### src/rtl/mlc_pkg.sv
package mlc_pkg;

  // number of packets needed to cover all lines
  function automatic int pkt_count(input int lines, input int w);
    return (lines + w - 1) / w;
  endfunction

  // number of lines actually present in packet p
  function automatic int pkt_width(input int lines, input int w, input int p);
    int rem;
    rem = lines - p * w;
    return (rem < w) ? rem : w;
  endfunction

  // index width, never zero
  function automatic int idx_bits(input int n);
    return (n > 1) ? $clog2(n) : 1;
  endfunction

endpackage

### src/rtl/mlc_compare_status.sv
module mlc_compare_status #(
  parameter int LINES  = 640,
  parameter int WORD_W = 128,
  localparam int NPKT  = mlc_pkg::pkt_count(LINES, WORD_W),
  localparam int IDX_W = mlc_pkg::idx_bits(NPKT),
  localparam int LAST_W = mlc_pkg::pkt_width(LINES, WORD_W, NPKT - 1)
) (
  input  logic              clk,
  input  logic              rst_n,
  input  logic              chk_valid,
  input  logic [IDX_W-1:0]  chk_idx,
  input  logic [WORD_W-1:0] rx_word,
  input  logic [WORD_W-1:0] exp_word,
  input  logic              clr,
  output logic [NPKT-1:0]   status
);

  logic [WORD_W-1:0] lane_mask;
  logic              miss;
  logic [NPKT-1:0]   hit;

  // only lanes that exist in the selected packet take part
  always_comb begin
    for (int i = 0; i < WORD_W; i++) begin
      lane_mask[i] = (chk_idx != IDX_W'(NPKT - 1)) || (i < LAST_W);
    end
  end

  assign miss = |((rx_word ^ exp_word) & lane_mask);

  always_comb begin
    for (int p = 0; p < NPKT; p++) begin
      hit[p] = chk_valid && miss && (chk_idx == IDX_W'(p));
    end
  end

  // a new mismatch wins over a clear at the same edge
  always_ff @(posedge clk or negedge rst_n) begin
    if (!rst_n) status <= '0;
    else        status <= (clr ? '0 : status) | hit;
  end

endmodule

### config.mk
export PLATFORM = sky130hd
export DESIGN_NAME = mlc_compare_status
export DESIGN_NICKNAME = d
export VERILOG_FILES = /design/src/rtl/mlc_pkg.sv /design/src/rtl/mlc_compare_status.sv
export SDC_FILE = /design/constraint.sdc
export NUM_CORES = 1
export LEC_CHECK = 0
export ABC_AREA = 1
export CAP_MARGIN = 20
export CORE_AREA = 5 5 101 103
export CTS_CLUSTER_DIAMETER = 150
export DETAILED_ROUTE_END_ITERATION = 10
export DIE_AREA = 0 0 106 108
export PLACE_DENSITY = 0.84
export SLEW_MARGIN = 15
export SYNTH_ARGS = -nofsm -noshare
export SYNTH_HDL_FRONTEND = slang
export SYNTH_SLANG_ARGS = --single-unit
### constraint.sdc
create_clock -name clk -period 0.8 [get_ports clk]
set_input_delay 0.16 -clock clk [delete_from_list [all_inputs] [get_ports clk]]
set_output_delay 0.16 -clock clk [all_outputs]
set_load 0.02 [all_outputs]
### After elaboration in Yosys (flattened, before gate mapping)

Index checks and enable logic that the tools add are counted.
Widths: inputs -> output; s select.

| storage, ports and cells | value |
|---|---|
| register bits after elaboration | 5 |
| bits in latches | 0 |
| memory bits (writable) | 0 |
| ROM bits | 0 |
| input port bits | 263 |
| output and inout port bits | 5 |
| word-level logic and storage cells | 16 |
| memories kept | 0 |

| cells by class | value |
|---|---|
| add/subtract/negate cells | 0 |
| $mul | 0 |
| divide/modulo/power cells | 0 |
| magnitude comparators | 0 |
| eq/ne operators | 4 |
| shifts and indexed selects | 0 |
| mux-type cells | 1 |
| bitwise gates (word level) | 2 |
| reduce and logical (&&, ||, !) cells | 8 |

Operators by type and width:

| operator | count |
|---|---|
| $reduce_or 128->1 | 1 |
| $xor 128x128->128 | 1 |
| $eq 3x2->1 const B | 2 |
| $logic_and 1x1->1 | 6 |
| $mux 5 | 1 |
| $or 5x5->5 | 1 |
| $eq 3x1->1 const B | 1 |
| $eq 3x3->1 const B | 1 |
| $logic_not 3->1 | 1 |

### Depth between registers and ports, before layout

Gate-level depths: netlist (run 1).

| depth | value |
|---|---|
| depth after elaboration | 5 |
| mapped depth | 12 |
| gate-level depth less buffers | 12 |

### Worst setup path after synthesis (run 1)

OpenSTA, ideal clock, no wires.

| path | value |
|---|---|
| path kind | in2reg |
| from | input exp_word[42] |
| to | register status[0] |
| setup time | 0.117 ns |
| arrival | 0.910 ns |
| required time | 0.683 ns |
| path slack | -0.227 ns |
| stages | 10 |
| cell sequence | xnor2_1 > nand2_1 > nor2_1 > nand2_1 > nor2_1 > nand2_1 > nor2_2 > nand2_2 > nand3_1 > nand2_1 |

| between the ends | value |
|---|---|
| longest elaborated chain between the ends | 5 |

RTL lines:

| what | line | text |
|---|---|---|
| from (decl) | mlc_compare_status.sv:13 | `input logic [WORD_W-1:0] exp_word,` |
| $xor 128x128->128 | mlc_compare_status.sv:29 | `assign miss = \|((rx_word ^ exp_word) & lane_mask);` |
| $reduce_or 128->1 | mlc_compare_status.sv:29 |  |
| $logic_and 1x1->1 (2 in series) | mlc_compare_status.sv:33 | `hit[p] = chk_valid && miss && (chk_idx == IDX_W'(p));` |
| $or 5x5->5 | mlc_compare_status.sv:40 | `else status <= (clr ? '0 : status) \| hit;` |
| to (signal assigned) | mlc_compare_status.sv:40 |  |
| to (decl) | mlc_compare_status.sv:15 | `output logic [NPKT-1:0] status` |

Every way passes these cells.

### Worst setup path in the final report (run 1)

| path | value |
|---|---|
| from | input rx_word[123] |
| to | register status[4] |

| between the ends | value |
|---|---|
| longest elaborated chain between the ends | 5 |

RTL lines:

| what | line | text |
|---|---|---|
| from (decl) | mlc_compare_status.sv:12 | `input logic [WORD_W-1:0] rx_word,` |
| $xor 128x128->128 | mlc_compare_status.sv:29 |  |
| $reduce_or 128->1 | mlc_compare_status.sv:29 |  |
| $logic_and 1x1->1 (2 in series) | mlc_compare_status.sv:33 |  |
| $or 5x5->5 | mlc_compare_status.sv:40 |  |

Every way passes these cells.

==> run_results.csv, run 1 <==
group,metric,value,unit
route,ant_nets,0,
floorplan,die_y,108,microns
synth,avgSynthCellArea,5.82,sq um
clock_tree,cts_tree,"yes",
clock_tree,cts_buffers,3,
timing,rsz0062_at_grt,"yes",
clock_tree,cts_root_buf,"clkbuf_8",
route,drtIter0Drc,56,
synth,synth_flop_cell,"dfrtp_1",
route,met2_length,5740,microns
global_route,grt_pass1_wl,15200,microns
run_status,status,"finished, violations left",
finish,drive_gt1_frac,0.525,
timing,tightest_slew,0.282,ns
placed_design,io_buffers,267,
pwr,cellPowerDensity,668,mW/mm^2
floorplan,row_count,35,
timing,clock.fmax,862,MHz
synth,synth.most_common_cell,"nand2_1",
job,drv_cap,0,
clock_tree,htree_levels,1,
floorplan,die_w,106,microns
route,via_per_inst,4.17,
finish,largest_register,"status",
clock_tree,path_clk_slew,0.03,ns
worst_setup_path,cp_max_fo,5,
synth,synth_top_area_frac,0.506,
timing,drv_slew,0,
route,drcViolationCount,0,
route,wl_met1,3410,microns
worst_setup_path,arrival,1.26,ns
timing,period_minus_slack,1.16,ns
run_status,violations,"negative setup slack",
pwr,p_int,1.86,mW
global_route,grt_max_degree,6,
timing,hold_slack,0.170,ns
pwr,switchingPower,0.953,mW
finish,largest_reg_flops,5,
synth,netlist_area,0.00197,sq mm
timing,min_period_over_period,1.45,
floorplan,num_io_pins,268,
worst_setup_path,cp-start-kind,"primary input",
synth,syn_nets,602,
finish,syn_to_final_growth,114,%
clock_tree,cts_max_path_buffers,2,
worst_setup_path,cp-end-kind,"flip-flop",
floorplan,start_util,0.216,
global_route,antenna_found_initial,0,
route,vias,3026,
pwr,peakVddDrop,0.000329,V
floorplan,coreArea,0.00911,sq mm
worst_setup_path,critPathRequiredTime,0.90,ns
timing,maxSlewHeadroom,0.811,
synth,synth_edf_count,0,
pwr,sw_frac_of_total,0.339,
synth,yosysSeqAreaShare,0.0635,
floorplan,dieArea,0.0114,sq mm
pwr,p_comb_frac,0.735,
placed_design,place_area,0.00480,sq mm
synth,synth.ff_latch_count,5,
timing,setup_ws,-0.360,ns
finish,fin_nets,879,
synth,syn-instance-count,339,
finish,fillerInstances,963,
hold_path,hold_path_class,"primary input to asynchronous set/reset pin",
pwr,leakage,2.24,nW
finish,fin_area,0.00421,sq mm
finish,n_antenna_cell,0,
synth,synth_common_cells,"nand2_1 (136), xnor2_1 (114), nor2_1 (40)",
global_route,overflow,0,
global_route,grt_use_total,0.166,
placed_design,gp_congestion,0.851,
placed_design,pre_cts_slack,-0.996,ns
placed_design,hpwlAfterDp,9290,microns
global_route,grt_pass1_vias,3311,
pwr,seqPwrFrac,0.100,
clock_tree,insertion_delay,0.22,ns
synth,synth_cell_types,10,
timing,setup_violations,10,
timing,fin_worst_skew,0,ns
route,wire_per_inst,14.1,microns
synth,yosys_warnings,0,
finish,reg_top3,"status: 5 flops",
synth,netlist_top_cells_area,"xnor2_1 (51%), nand2_1 (26%), nor2_1 (7.6%)",
timing,hold_viol,0,
route,top_layer,"met4",
synth,synth_area_leader_cell,"xnor2_1",
route,wl_met3,909,microns
route,routed_wl,10300,microns
pwr,pwr-share-clk,0.165,
clock_tree,cts_num_sinks,5,
synth,async_flop_share,1.00,
clock_tree,hold_buffers,0,
worst_setup_path,criticalPathCategory,"primary input to flip-flop",
route,dr.pass1.iters,4,
## routing by layer
metal  global-route usage  vias up
li1                     -     1550
met1                0.158     1288
met2                0.346      170
met3               0.0454       18
met4               0.0435        0
met5                    0        -
## placed cells by master (no fill, tap or decap), drive strengths merged
| cell | instances |
|---|---|
| inv | 31 |
| clkdlybuf4s50 | 6 |
| nand2 | 137 |
| xnor2 | 114 |
| nor3 | 4 |
| dfrtp | 5 |
| nand3 | 5 |
| clkbuf | 101 |
| clkdlybuf4s15 | 19 |
| nor2 | 42 |
| nor3b | 1 |
| buf | 150 |
## critical path, stage by stage
cell             delay (ns)
clkdlybuf4s15_1        0.18
xnor2_1                0.16
nand2_1                0.07
nor2_1                 0.08
nand2_1                0.07
nor2_2                 0.09
nand2_2                0.07
nor2_2                 0.12
nand2_2                0.11
nand3_2                0.08
nand2_1                0.07
## kinds of logic after synthesis
logic type | Yosys count | share of synthesized area
AND/OR/NAND/NOR | 189 | 0.371
XOR/XNOR | 114 | 0.506
buffers and inverters | 31 | 0.0590
flip-flops | 5 | 0.0635
## what timing repair did
| item | CTS | global route |
|---|---|---|
| buffers inserted | 2 | 1 |
| gates resized for setup | 801 | 181 |
| endpoints found under the hold margin | 0 | 0 |
| pin swaps | 247 | 173 |
| gates cloned | 0 | 0 |
| endpoints found under the setup margin | 10 | 10 |
## power groups by stage
stage          Clock [mW]  Combinational [mW]  Sequential [mW]
6_report            0.464                2.07            0.280
5_1_grt             0.495                2.26            0.282
4_1_cts             0.477                2.04            0.279
3_5_place_dp            0                2.36            0.279
3_3_place_gp            0                2.30            0.279
2_1_floorplan           0               0.759            0.296
## metrics by stage
step	cells	total power, mW	utilization	TNS [ns]
2_1_floorplan	339	1.06	-	-1.14
3_3_place_gp	719	2.58	0.527	-6.46
3_5_place_dp	719	2.64	0.527	-6.44
4_1_cts	725	2.80	0.489	-2.37
5_1_grt	726	3.03	0.463	-2.99
6_report	726	2.81	0.463	-2.30
## worst paths after layout
kind                               from        end  slack (ns)  depth (start not counted)
setup / recovery           rx_word[123]  status[4]       -0.36                         11
hold / removal                    rst_n  status[4]        0.17                          1
setup reg to reg              status[0]  status[0]       -0.05                          4
hold reg to reg               status[3]  status[3]        0.54                          2
max in group asynchronous         rst_n  status[1]        0.43                          1
min in group clk              status[3]  status[3]        0.54                          2
## layout make-up
| cell class | count | area (sq um) | area share |
|---|---|---|---|
| inverter | 31 | 119 | 0.0282 |
| multi-input combinational | 303 | 2120 | 0.503 |
| tap | 111 | 139 | 0.0330 |
| timing repair buffer | 272 | 1670 | 0.396 |
| clock buffer | 4 | 45.0 | 0.0107 |
| sequential | 5 | 125 | 0.0297 |
No activity file was read; power rests on OpenSTA's default activity.
==> inputs of run 2 (changes only) <==
Settings changed: CAP_MARGIN 20 to 25, TNS_END_PERCENT set to 30.
==> run_results.csv, run 2 (same netlist as run 1, synthesis figures left out) <==
group,metric,value,unit
run_status,status,"finished, violations left",
run_status,violations,"negative setup slack",
worst_setup_path,ff2ff_path_depth,2,
worst_setup_path,critPathRequiredTime,0.90,ns
finish,instances_no_fill,721,
clock_tree,cts_num_sinks,5,
finish,largest_reg_flops,5,
timing,clock.fmax,859,MHz
finish,fillerInstances,986,
finish,n_antenna_cell,0,
timing,setup_violations,10,
pwr,p_comb_frac,0.717,
timing,hold_viol,0,
pwr,peakVddDrop,0.000348,V
finish,reg_top3,"status: 5 flops",
timing,drv_slew,0,
worst_setup_path,cp-start-kind,"primary input",
floorplan,num_io_pins,268,
timing,hold_slack,0.158,ns
worst_setup_path,cp-end-kind,"flip-flop",
finish,layout_commonest_cell,"clkbuf_2",
clock_tree,hold_buffers,0,
finish,fin_nets,874,
clock_tree,cts_buffers,3,
route,dr.pass1.iters,4,
pwr,seqPwrFrac,0.105,
finish,mostFrequentLayoutCells,"clkbuf_2 (156), nand2_1 (129), xnor2_1 (102), buf_2 (55), clkdlybuf4s15_1 (39)",
finish,syn_to_final_growth,103,%
placed_design,hpwlAfterDp,8930,microns
route,drtIter0Drc,44,
timing,period_minus_slack,1.16,ns
pwr,switchingPower,0.882,mW
timing,fin_worst_skew,0,ns
route,wire_per_inst,13.5,microns
job,drv_cap,0,
pwr,sw_frac_of_total,0.337,
timing,tightest_slew,0.323,ns
global_route,grt_use_total,0.153,
clock_tree,cts_root_buf,"clkbuf_8",
clock_tree,path_clk_slew,0.04,ns
global_route,grt_pass1_vias,3131,
placed_design,io_buffers,267,
route,routed_wl,9750,microns
route,drcViolationCount,0,
floorplan,row_count,35,
floorplan,dieArea,0.0114,sq mm
route,ant_nets,0,
worst_setup_path,arrival,1.27,ns
clock_tree,htree_levels,1,
timing,min_period_over_period,1.46,
placed_design,gp_congestion,0.780,
floorplan,die_w,106,microns
global_route,grt_pass1_wl,14000,microns
clock_tree,cts_tree,"yes",
timing,maxSlewHeadroom,0.784,
floorplan,coreArea,0.00911,sq mm
clock_tree,cts_max_path_buffers,2,
route,via_per_inst,4.16,
floorplan,start_util,0.216,
pwr,pwr-share-clk,0.177,
global_route,overflow,0,
pwr,p_int,1.73,mW
worst_setup_path,cp_max_fo,5,
route,vias,2996,
worst_setup_path,criticalPathCategory,"primary input to flip-flop",
finish,drive_gt1_frac,0.431,
placed_design,post-place-cells,718,
timing,rsz0062_at_grt,"yes",
finish,largest_register,"status",
hold_path,hold_path_class,"primary input to asynchronous set/reset pin",
pwr,leakage,2.08,nW
floorplan,die_y,108,microns
pwr,cellPowerDensity,655,mW/mm^2
pwr,p_total,2.62,mW
timing,setup_ws,-0.364,ns
global_route,grt_max_degree,6,
global_route,antenna_found_initial,0,
clock_tree,insertion_delay,0.22,ns
==> run 2: cell count changes in the layout (fill, tap and decap cells not counted), sizes merged <==
cell	delta
buf	-86
clkbuf	+59
clkdlybuf4s15	+22
==> run 2: layout make-up <==
cell class	instances	area, sq um	area share
Multi-Input combinational cell	303	1930	0.484
Timing Repair Buffer	267	1640	0.410
Tap cell	111	139	0.0348
Sequential cell	5	125	0.0313
Inverter	31	116	0.0291
Clock buffer	4	45.0	0.0113
==> run 2: per-layer routing <==
metal  up-vias  share of wire  GRT usage
li1       1540              -          -
met1      1268           0.33      0.142
met2       168           0.54      0.311
met3        20           0.10     0.0507
met4         0          0.023     0.0490
met5         -              0          0
==> run 2: critical path, cell delays in order <==
cell             delay (ns)
clkdlybuf4s15_1        0.18
inv_1                  0.05
nand2_1                0.04
nand2_1                0.05
nand2_1                0.05
nor2_1                 0.11
nand2_1                0.07
nor2_2                 0.11
nand2_2                0.07
nor2_4                 0.15
nand2_4                0.10
nand3_2                0.07
nand2_1                0.06
==> run 2: final timing paths <==
check / from / end / slack, ns
setup / recovery: rx_word[60] / status[0] / -0.36
hold / removal: rst_n / status[4] / 0.16
setup reg to reg: status[0] / status[0] / 0.18
hold reg to reg: status[1] / status[1] / 0.47
max in group asynchronous: rst_n / status[2] / 0.46
min in group clk: status[1] / status[1] / 0.47
==> run 2: power by group through the flow <==
stage                     Sequential (mW)  Combinational, mW  Clock, mW
after floorplan                     0.296              0.759          0
after global placement              0.278               2.29          0
after detailed placement            0.278               2.34          0
after CTS                           0.276               1.99      0.469
after global routing                0.277               2.06      0.507
final                               0.276               1.88      0.464
==> run 2: what timing repair did <==
action	4_1_cts	5_1_grt
buffers inserted	0	0
pin swaps	234	207
gates resized for setup	554	294
endpoints found under the setup margin	10	10
==> run 2: stage by stage <==
step,utilization,cell area (sq um),setup TNS (ns),setup slack (ns)
5_1_grt,0.439,4000,-2.97,-0.478
2_1_floorplan,-,1970,-1.14,-0.227
3_5_place_dp,0.526,4790,-7.53,-1.21
4_1_cts,0.500,4560,-2.78,-0.454
6_report,0.439,4000,-2.32,-0.364
3_3_place_gp,0.526,4790,-7.80,-1.26
==> inputs of run 3 (changes only) <==
Settings changed: CTS_CLUSTER_SIZE set to 40.
==> results of run 3 <==
Same layout as run 2: the final DEF is identical, and so are final timing and power.
